`src/rtl/irq_pkg.sv`:
```
package irq_pkg;
  localparam int unsigned DATA_W = 8;
  localparam int unsigned ADDR_W = 16;
  typedef logic [DATA_W-1:0] data_t;
  typedef logic [ADDR_W-1:0] addr_t;
endpackage

```
`src/rtl/irq_vblank_gen.sv`:
```
module irq_vblank_gen #(
  parameter int unsigned LINE_W  = 8,
  parameter int unsigned VB_LINE = 144
) (
  input  logic              clk_i,
  input  logic              rst_ni,
  input  logic [LINE_W-1:0] line_i,
  output logic              vb_req_o
);
  localparam logic [LINE_W-1:0] LAST_VIS = LINE_W'(VB_LINE - 1);
  localparam logic [LINE_W-1:0] FIRST_VB = LINE_W'(VB_LINE);

  logic [LINE_W-1:0] prev_q;

  always_ff @(posedge clk_i or negedge rst_ni) begin
    if (!rst_ni) prev_q <= '0;
    else         prev_q <= line_i;
  end

  // edge into blanking only, not a level
  assign vb_req_o = (line_i == FIRST_VB) && (prev_q == LAST_VIS);

  AST_VB_ONE_CYCLE: assert property (@(posedge clk_i) disable iff (!rst_ni)
    vb_req_o |=> !vb_req_o);
endmodule

```
`src/rtl/irq_regs.sv`:
```
module irq_regs
  import irq_pkg::*;
#(
  parameter int unsigned NUM_SRC = 5,
  parameter logic [15:0] ADDR_EN = 16'hFFFF,
  parameter logic [15:0] ADDR_PF = 16'hFF0F
) (
  input  logic               clk_i,
  input  logic               rst_ni,
  input  addr_t              addr_i,
  input  logic               wr_i,
  input  data_t              wdata_i,
  output data_t              rdata_o,
  input  logic [NUM_SRC-1:0] req_i,
  input  logic [NUM_SRC-1:0] clr_mask_i,
  output data_t              enable_o,
  output logic [NUM_SRC-1:0] pending_o
);
  logic               wr_en, wr_pf;
  data_t              enable_q;
  logic [NUM_SRC-1:0] pending_q;

  assign wr_en = wr_i && (addr_i == ADDR_EN);
  assign wr_pf = wr_i && (addr_i == ADDR_PF);

  always_ff @(posedge clk_i or negedge rst_ni) begin
    if (!rst_ni)    enable_q <= '0;
    else if (wr_en) enable_q <= wdata_i;
  end

  // per bit: request > acknowledge clear > bus write
  for (genvar i = 0; i < NUM_SRC; i++) begin : g_pend
    always_ff @(posedge clk_i or negedge rst_ni) begin
      if (!rst_ni)            pending_q[i] <= 1'b0;
      else if (req_i[i])      pending_q[i] <= 1'b1;
      else if (clr_mask_i[i]) pending_q[i] <= 1'b0;
      else if (wr_pf)         pending_q[i] <= wdata_i[i];
    end
  end

  always_comb begin
    rdata_o = '0;
    if (addr_i == ADDR_EN) begin
      rdata_o = enable_q;
    end else if (addr_i == ADDR_PF) begin
      rdata_o = '1;
      rdata_o[NUM_SRC-1:0] = pending_q;
    end
  end

  assign enable_o  = enable_q;
  assign pending_o = pending_q;

  AST_REQ_LATCHES: assert property (@(posedge clk_i) disable iff (!rst_ni)
    (|req_i) |=> ((pending_q & $past(req_i)) == $past(req_i)));
  AST_CLR_TAKES: assert property (@(posedge clk_i) disable iff (!rst_ni)
    (|(clr_mask_i & ~req_i)) |=> ((pending_q & $past(clr_mask_i & ~req_i)) == '0));
  AST_EN_HOLDS: assert property (@(posedge clk_i) disable iff (!rst_ni)
    !wr_en |=> $stable(enable_q));
endmodule

```
`src/rtl/irq_arbiter.sv`:
```
module irq_arbiter #(
  parameter int unsigned NUM_SRC    = 5,
  parameter logic [15:0] VEC_BASE   = 16'h0040,
  parameter int unsigned VEC_STRIDE = 8
) (
  input  logic [NUM_SRC-1:0] pending_i,
  input  logic [NUM_SRC-1:0] enable_i,
  input  logic               ime_i,
  output logic               irq_o,
  output logic [NUM_SRC-1:0] grant_o,
  output logic [15:0]        vector_o
);
  localparam int unsigned IDX_W = (NUM_SRC > 1) ? $clog2(NUM_SRC) : 1;

  logic [NUM_SRC-1:0] active;
  logic [IDX_W-1:0]   win_idx;

  assign active = pending_i & enable_i;

  always_comb begin
    win_idx = '0;
    grant_o = '0;
    for (int i = NUM_SRC - 1; i >= 0; i--) begin
      if (active[i]) begin
        win_idx = IDX_W'(i);
        grant_o = '0;
        grant_o[i] = 1'b1;
      end
    end
  end

  assign irq_o    = ime_i && (|active);
  assign vector_o = (|active) ? (VEC_BASE + 16'(win_idx) * 16'(VEC_STRIDE)) : 16'h0000;

  AST_GRANT_ONE: assert property (@(posedge irq_o) 1'b1 |-> $onehot0(grant_o));
  always_comb begin
    if (grant_o != '0)
      AST_GRANT_LOWEST: assert (((grant_o - 1'b1) & active) == '0);
  end
endmodule

```
`src/rtl/irq_ctrl_top.sv`:
```
module irq_ctrl_top
  import irq_pkg::*;
#(
  parameter int unsigned NUM_SRC    = 5,
  parameter int unsigned LINE_W     = 8,
  parameter int unsigned VB_LINE    = 144,
  parameter logic [15:0] VEC_BASE   = 16'h0040,
  parameter int unsigned VEC_STRIDE = 8
) (
  input  logic               clk_i,
  input  logic               rst_ni,
  input  logic [15:0]        bus_addr_i,
  input  logic               bus_wr_i,
  input  logic [7:0]         bus_wdata_i,
  output logic [7:0]         bus_rdata_o,
  input  logic [LINE_W-1:0]  line_i,
  input  logic [NUM_SRC-1:0] src_req_i,
  input  logic               ime_set_i,
  input  logic               ime_clr_i,
  input  logic               ack_i,
  output logic               irq_o,
  output logic [15:0]        vector_o,
  output logic               ime_o
);
  logic               vb_req;
  logic [NUM_SRC-1:0] req_all, grant, clr_mask, pending;
  data_t              enable;
  logic               ime_q, take;

  irq_vblank_gen #(.LINE_W(LINE_W), .VB_LINE(VB_LINE)) u_vb (
    .clk_i(clk_i), .rst_ni(rst_ni), .line_i(line_i), .vb_req_o(vb_req));

  assign req_all = src_req_i | NUM_SRC'(vb_req);

  irq_regs #(.NUM_SRC(NUM_SRC)) u_regs (
    .clk_i(clk_i), .rst_ni(rst_ni),
    .addr_i(bus_addr_i), .wr_i(bus_wr_i), .wdata_i(bus_wdata_i), .rdata_o(bus_rdata_o),
    .req_i(req_all), .clr_mask_i(clr_mask),
    .enable_o(enable), .pending_o(pending));

  irq_arbiter #(.NUM_SRC(NUM_SRC), .VEC_BASE(VEC_BASE), .VEC_STRIDE(VEC_STRIDE)) u_arb (
    .pending_i(pending), .enable_i(enable[NUM_SRC-1:0]), .ime_i(ime_q),
    .irq_o(irq_o), .grant_o(grant), .vector_o(vector_o));

  assign take     = ack_i && irq_o;
  assign clr_mask = take ? grant : '0;

  // acknowledge > clear > set
  always_ff @(posedge clk_i or negedge rst_ni) begin
    if (!rst_ni)        ime_q <= 1'b0;
    else if (take)      ime_q <= 1'b0;
    else if (ime_clr_i) ime_q <= 1'b0;
    else if (ime_set_i) ime_q <= 1'b1;
  end

  assign ime_o = ime_q;

  AST_ACK_DROPS_IME: assert property (@(posedge clk_i) disable iff (!rst_ni)
    take |=> !ime_o);
  AST_SET_RAISES_IME: assert property (@(posedge clk_i) disable iff (!rst_ni)
    (ime_set_i && !ime_clr_i && !take) |=> ime_o);
  AST_IRQ_GATED: assert property (@(posedge clk_i) disable iff (!rst_ni)
    irq_o |-> (ime_o && ((pending & enable[NUM_SRC-1:0]) != '0)));
  AST_IDLE_ACK: assert property (@(posedge clk_i) disable iff (!rst_ni)
    (ack_i && !irq_o && !ime_set_i) |=> (ime_o == $past(ime_o) || !ime_o));
endmodule

```
`config.mk`:
```
export PLATFORM = sky130hd
export DESIGN_NAME = irq_ctrl_top
export DESIGN_NICKNAME = d
export VERILOG_FILES = /design/src/rtl/irq_pkg.sv /design/src/rtl/irq_vblank_gen.sv /design/src/rtl/irq_regs.sv /design/src/rtl/irq_arbiter.sv /design/src/rtl/irq_ctrl_top.sv
export SDC_FILE = /design/constraint.sdc
export NUM_CORES = 1
export LEC_CHECK = 0
export ABC_AREA = 1
export BUFFER_PORTS_ARGS = -buffer_cell sky130_fd_sc_hd__buf_2
export CORE_MARGIN = 2
export CORE_UTILIZATION = 48
export DETAILED_ROUTE_END_ITERATION = 8
export PLACE_DENSITY = 0.85
export SYNTH_ARGS = -nofsm -noshare
export SYNTH_HDL_FRONTEND = slang
export SYNTH_SLANG_ARGS = --single-unit
export TNS_END_PERCENT = 10
```
`constraint.sdc`:
```
create_clock -name clk_i -period 3.1 [get_ports clk_i]
set_input_delay 0.62 -clock clk_i [delete_from_list [all_inputs] [get_ports clk_i]]
set_output_delay 0.62 -clock clk_i [all_outputs]
set_load 0.005 [all_outputs]
```
# ---- After elaboration in Yosys (flattened, before gate mapping)
# Cells that the tools add are included.
dict set report totals {
  inputBits 43
  word_cells 59
  reg_bits 22
}
dict set report op_classes {
  eq_ne 4
  n_bitwise 2
  add_sub_neg 1
  n_reduce_logical 12
  mux 32
}
# cell n
set ops {}
lappend ops {{16-bit == test, second input constant} 2}
lappend ops {{5-bit two-way mux} 6}
lappend ops {{1-bit two-way mux} 18}
lappend ops {{3-bit nonzero test} 6}
lappend ops {{8-bit == test, second input constant} 2}
lappend ops {{16-bit two-way mux} 1}
lappend ops {{8-bit two-way mux} 2}
lappend ops {{3-bit two-way mux} 5}
lappend ops {{7-bit by 6-bit adder with 8-bit output, first input constant} 1}
lappend ops {{5-bit bitwise AND} 1}
lappend ops {{1-bit logical AND} 5}
lappend ops {{5-bit by 1-bit OR with 5-bit output} 1}
lappend ops {{5-bit OR reduction} 1}

# ---- Depth between registers and ports, before layout
# Gate-level depths: netlist (run 1).
dict set report depth {
  ltp_word 9
  mapped_depth 9
  ltp_nobuf 9
}

# ---- Modules after synthesis
# Synthesis (run 1) repeated with hierarchy kept, for this count alone.
dict set report hier_totals {
  hier_cells 202
  hier_area_um2 1373.8
}
# module area_per_inst_um2 cells_each n_inst seq_area_each_um2
set modules_own_cells {}
lappend modules_own_cells {irq_regs 790.8 120 1 325.3}
lappend modules_own_cells {irq_vblank_gen 290.3 32 1 200.2}
lappend modules_own_cells {irq_arbiter 197.7 33 1 0.0}
lappend modules_own_cells {irq_ctrl_top 95.1 17 1 25.0}

# ---- Worst setup path before layout (run 1)
# No wires, ideal clock.
dict set report synth_timing {
  path_type {input-to-output}
  start {input bus_addr_i[7]}
  end {output bus_rdata_o[1]}
  path_stages 5
  required_time_ps 2480
  setup_slack_ps 1137
  t_arrival_ps 1343
  path_buffers 0
  path_cell_list {nor2_1 -> nand2_1 -> nor2_2 -> nand2_1 -> o22ai_1}
}
dict set report synth_via {
  elab_chain_cells 3
}
# element line
set synth_rtl {}
lappend synth_rtl {{start: declaration} irq_ctrl_top.sv:12} ;# input logic [15:0] bus_addr_i,
lappend synth_rtl {{16-bit == test} irq_regs.sv:45} ;# end else if (addr_i == ADDR_PF) begin
lappend synth_rtl {{8-bit two-way mux} irq_regs.sv:45}
lappend synth_rtl {{8-bit two-way mux (*)} irq_regs.sv:43} ;# if (addr_i == ADDR_EN) begin
lappend synth_rtl {{end: declaration} irq_ctrl_top.sv:15} ;# output logic [7:0] bus_rdata_o,
# Every way passes the cells marked *; elsewhere a longest branch is shown, timed or not.

# ---- Final worst setup path (run 1)
dict set report layout_timing {
  start {input bus_addr_i[7]}
  end {output bus_rdata_o[2]}
}
# The elaborated chain is that of the path after synthesis.

==> impl_metrics.ini, run 1 <==
[global_route]
overflow = 0
grt_usage_pct = 18.9
grt_pass1_vias = 1177
antenna_found_initial = 0
grt_pass1_wl_mm = 4.73
grt_max_degree = 23

[placed_design]
port_buffers = 56
hpwlAfterDp_mm = 2.16
gp_congestion = 0.844

[power_and_ir_drop]
ir_drop_mv = 0.387
leakagePower_nw = 0.946
power_density_mw_per_mm2 = 365

[cts]
clock_latency_ps = 310
cts-resized-gates = 0
cts_root_buf = clkbuf_4
cts_tree = yes
clockBufferDepth = 2
postCtsSetupRepairBufs = 0
cts-buffers-inserted = 3
clk_pin_slew_ps = 120
cts_hold_buf = 0
cts.sinks = 22
htreeDepth = 1

[critical_path]
cpMaxStageDelayCell = nor2_2
path_max_fanout = 9
timing.rr.end = u_regs.pending_o[0]$_DFFE_PN0P_
crit_family = simple AND/OR/NAND/NOR gates
critPathArrivalTime_ps = 1760
timing.rr.start = u_regs.pending_o[0]$_DFFE_PN0P_
cp_slowest_stage_delay_ps = 290
start_kind = input pin
path_depth = 7
critPathCaptureType = output port
path_cells = buf_2 -> nor2_1 -> nand2_1 -> nor2_2 -> nand2_1 -> o22ai_1 -> buf_2
r2r_setup_slack_ps = 1770
path_buf_inv = 2
crit_required_ps = 2480
crit_type = input pin to output port
r2r_cells = 7

[routing]
viasPerCell = 4.73
wl_mm = 2.67
vias = 1206
drc = 0
wl_per_cell_um = 10.5
dr.pass1.iters = 6
drtIter0Drc = 42
ant_nets = 0

[run]
drv_cap = 0

[timing]
fmax_mhz = 421
drv_slew = 0
finalSetupTns_ps = 0
setup_viol = 0
hold_viol = 0
fin_skew_ps = 1.74
fin_crit_ps = 2380
rsz0062_at_grt = false
period_share_pct = 76.7
whs_ps = 246

[floorplanning]
initial_core_util_pct = 51.3
die_h_um = 55.7
fp.dieArea_sq_mm = 0.00310
die_w_um = 55.7
num_rows = 18
boundaryPins = 69
core_sq_mm = 0.00250

[yosys]
synth_warnings = 0
ys_ff_latch = 22
synthDistinctLibCells = 21
yosysSeqAreaShare_pct = 43.0
synth_area_sq_mm = 0.00128
syn_avg_cell_area_sq_um = 7.67
synth_cells = 167

[hold_path]
hold_class = input pin to async pin

[layout]
diodes = 0
final_nets = 269
drive_gt1_share_pct = 30.7
layout_commonest_cell = buf_2
layout_common_cells = 56 x buf_2, 39 x nand2_1, 28 x inv_1, 22 x dfrtp_1, 15 x nor2_1
syn_to_final_growth_pct = 23.9

[outcome]
status = complete, no violations
==> metrics by stage <==
step | instance area (sq um) | worst slack [ps] | cells | total power, mW | utilization, %
6_report | 1590 | 724 | 255 | 0.579 | 63.5
5_1_grt | 1590 | 595 | 255 | 0.609 | 63.5
4_1_cts | 1590 | 705 | 255 | 0.582 | 63.5
3_5_place_dp | 1540 | 705 | 251 | 0.366 | 61.4
3_3_place_gp | 1540 | 770 | 251 | 0.364 | 61.4
2_1_floorplan | 1320 | 1140 | 178 | 0.336 | -
==> where the power goes <==
group | total (mW) | switching (mW) | internal (mW)
Combinational | 0.0629 | 0.0347 | 0.0282
Sequential | 0.298 | 0.00368 | 0.294
Clock | 0.218 | 0.0873 | 0.131
==> kinds of logic (layout without fill, tap and decap cells) <==
family	count (synthesis)	after routing	share of synthesized area, %
other	1	12	0.293
buffers and inverters	41	88	16.4
DFF	22	22	43.0
AOI/OAI and AO/OA	19	19	8.50
and+or+nand+nor	84	84	31.8
==> worst reg2reg max path, cell delays in order, from the launching register on <==
cell,delay (ps)
dfrtp_1,400
nand2_1,80
nand2_1,150
nor2_1,70
a21boi_1,260
nand3_1,130
nand2_1,100
nand2_1,50
==> flip-flops by register name (all words and copies together), names as in the netlist <==
| register | flops |
|---|---|
| ime_o | 1 |
| u_regs.enable_o | 8 |
| u_regs.pending_o | 5 |
| u_vb.prev_q | 8 |
==> Yosys cell counts (all sizes together) <==
library cell  count  area, sq um
buf              13          105
nand4            11         68.8
nor3              2         10.0
nor2             18         93.8
o22ai             3         18.8
conb              1         3.75
nand2            42          165
nand3b            1         7.51
a21oi             2         10.0
nand3            10         62.6
inv              28          105
o21ai            13         72.6
dfrtp            22          551
a21boi            1         7.51
==> metal layers <==
layer  vias to the layer above  GRT usage, %  routed length [um]  part of all wire [%]
met4                         0          3.14                   0                     0
met1                       540          21.8                1060                    40
met3                         0          5.81                 181                   6.8
met2                        42          34.5                1430                    53
li1                        624             -                   -                     -
met5                         -             0                   0                     0
==> worst max path at each step <==
stage / startpoint / end / slack, ps
3_5_place_dp: bus_addr_i[7] / bus_rdata_o[1] / 710
5_1_grt: bus_addr_i[5] / bus_rdata_o[2] / 600
3_3_place_gp: bus_addr_i[5] / bus_rdata_o[3] / 770
4_1_cts: bus_addr_i[7] / bus_rdata_o[1] / 710
2_1_floorplan: bus_addr_i[7] / bus_rdata_o[1] / 1140
6_report: bus_addr_i[7] / bus_rdata_o[2] / 720
==> cell type report <==
cell class	count	area, sq um
clock inverter	1	30.0
fill	247	912
tap	30	37.5
inverter	28	105
clock buffer	3	22.5
sequential	22	551
multi-input combinational	115	562
timing repair buffer	56	280
(Power assumes the default switching activity.)
==> run 2, diff against run 1 <==
--- a/config.mk
+++ b/config.mk
@@ -8,9 +8,9 @@
 export ABC_AREA = 1
 export BUFFER_PORTS_ARGS = -buffer_cell sky130_fd_sc_hd__buf_2
 export CORE_MARGIN = 2
-export CORE_UTILIZATION = 48
+export CORE_UTILIZATION = 40
 export DETAILED_ROUTE_END_ITERATION = 8
-export PLACE_DENSITY = 0.85
+export PLACE_DENSITY = 0.76
 export SYNTH_ARGS = -nofsm -noshare
 export SYNTH_HDL_FRONTEND = slang
 export SYNTH_SLANG_ARGS = --single-unit
==> constraint.sdc (replaced) <==
create_clock -name clk_i -period 2 [get_ports clk_i]
set_input_delay 0.4 -clock clk_i [delete_from_list [all_inputs] [get_ports clk_i]]
set_output_delay 0.4 -clock clk_i [all_outputs]
set_load 0.005 [all_outputs]
==> impl_metrics.ini, run 2 (synthesized netlist as in run 1, its figures left out) <==
[routing]
wl_per_cell_um = 10.1
wl_mm = 2.73
viasPerCell = 4.61
ant_nets = 0
drc = 0
dr.pass1.iters = 8
vias = 1250
drtIter0Drc = 74

[floorplanning]
initial_core_util_pct = 42.0
boundaryPins = 69
num_rows = 20
core_sq_mm = 0.00305
fp.dieArea_sq_mm = 0.00367
die_w_um = 60.6
die_h_um = 60.6

[timing]
fin_skew_ps = 9.42
finalSetupTns_ps = 0
fin_crit_ps = 1850
drv_slew = 0
setup_viol = 0
whs_ps = 21.6
period_share_pct = 92.5
rsz0062_at_grt = false
hold_viol = 0
setup_slack_ps = 149
fmax_mhz = 540

[layout]
layout_commonest_cell = buf_2
num-fill-cells = 326
diodes = 0
layout_common_cells = 56 x buf_2, 39 x nand2_1, 28 x inv_1, 22 x dfrtp_1, 15 x nor2_1
final_nets = 271
instances_no_fill = 271
syn_to_final_growth_pct = 26.5
drive_gt1_share_pct = 31.3

[global_route]
met3_usage_pct = 5.97
grt_pass1_wl_mm = 4.66
top_usage_layer = met2
grt_usage_pct = 16.9
grt_pass1_vias = 1190
use_met2_pct = 30.9
grt_max_degree = 23
use_met1_pct = 18.2
overflow = 0
antenna_found_initial = 0

[critical_path]
critPathCaptureType = output port
cp_slowest_stage_delay_ps = 390
r2r_setup_slack_ps = 680
cpMaxStageDelayCell = dfrtp_1
crit_required_ps = 1600
crit_end = irq_o
critPathArrivalTime_ps = 1450
path_cells = nand2_1 -> nand2_1 -> nor2_1 -> a21boi_1 -> buf_2
startpoint = u_regs.pending_o[0]$_DFFE_PN0P_
start_kind = flop
timing.rr.start = u_regs.pending_o[0]$_DFFE_PN0P_
path_max_fanout = 5
cpMostUsedCell = nand2_1
timing.rr.end = u_regs.pending_o[0]$_DFFE_PN0P_
r2r_cells = 7
crit_type = flop to output port

[cts]
cts_hold_buf = 0
cts_root_buf = clkbuf_4
htreeDepth = 1
cts-buffers-inserted = 3
clockBufferDepth = 2
cts.sinks = 22
cts-resized-gates = 0
postCtsSetupRepairBufs = 0
cts_tree = yes
clock_latency_ps = 310
clk_pin_slew_ps = 130

[placed_design]
port_buffers = 56
dp.cells = 267
hpwlAfterDp_mm = 2.19
gp_congestion = 0.818
dp_slack_ps = 289

[hold_path]
hold_class = input pin to async pin

[outcome]
status = complete, no violations

[power_and_ir_drop]
leakagePower_nw = 0.957
ir_drop_mv = 0.363
power_density_mw_per_mm2 = 555
total_power_mw = 0.900

[run]
drv_cap = 0
[run 2: cell count changes in the layout (fill, tap and decap cells not counted), sizes merged]
cell and change:
buf +2
[run 2: how the worst min path moves through the flow]
stage	endpoint	slack (ps)
after detailed placement	u_regs.enable_o[4]$_DFFE_PN0P_	390
after global placement	u_regs.enable_o[4]$_DFFE_PN0P_	380
after global routing	u_regs.pending_o[1]$_DFFE_PN0P_	40
after CTS	u_regs.enable_o[4]$_DFFE_PN0P_	40
final	u_regs.enable_o[3]$_DFFE_PN0P_	20
after floorplan	ime_o$_DFFE_PN0P_	100
[run 2: critical path: cells and delay by family (launching register included)]
family | cells | cell delay, ps
AND/OR/NAND/NOR | 3 | 300
buffers and inverters | 1 | 180
AO/OA/AOI/OAI | 1 | 270
flip-flops | 1 | 390
[run 2: cell type report]
| class | instances | area [sq um] | area share (%) |
|---|---|---|---|
| multi-input cells | 115 | 562 | 34.7 |
| flip-flops and latches | 22 | 551 | 34.0 |
| repair buffers | 58 | 295 | 18.2 |
| inverters | 28 | 105 | 6.49 |
| well taps | 44 | 55.1 | 3.40 |
| clock inverters | 1 | 30.0 | 1.85 |
| clock buffers | 3 | 22.5 | 1.39 |
[run 2: metrics by stage]
step | utilization, % | instance area, sq um
finish | 53.1 | 1620
global route | 53.1 | 1620
CTS | 53.1 | 1620
detailed placement | 51.4 | 1570
global placement | 51.4 | 1570
floorplan | - | 1320
[run 2: per-layer routing]
| layer | part of all wire [%] | up-vias |
|---|---|---|
| met4 | 0 | 0 |
| met2 | 49 | 55 |
| met5 | 0 | - |
| met3 | 9.7 | 0 |
| met1 | 41 | 562 |
| li1 | - | 633 |
[run 2: where the power goes]
part,internal [mW],switching [mW]
Clock,0.203,0.138
Sequential,0.456,0.00523
Combinational,0.0438,0.0543
Total,0.702,0.198
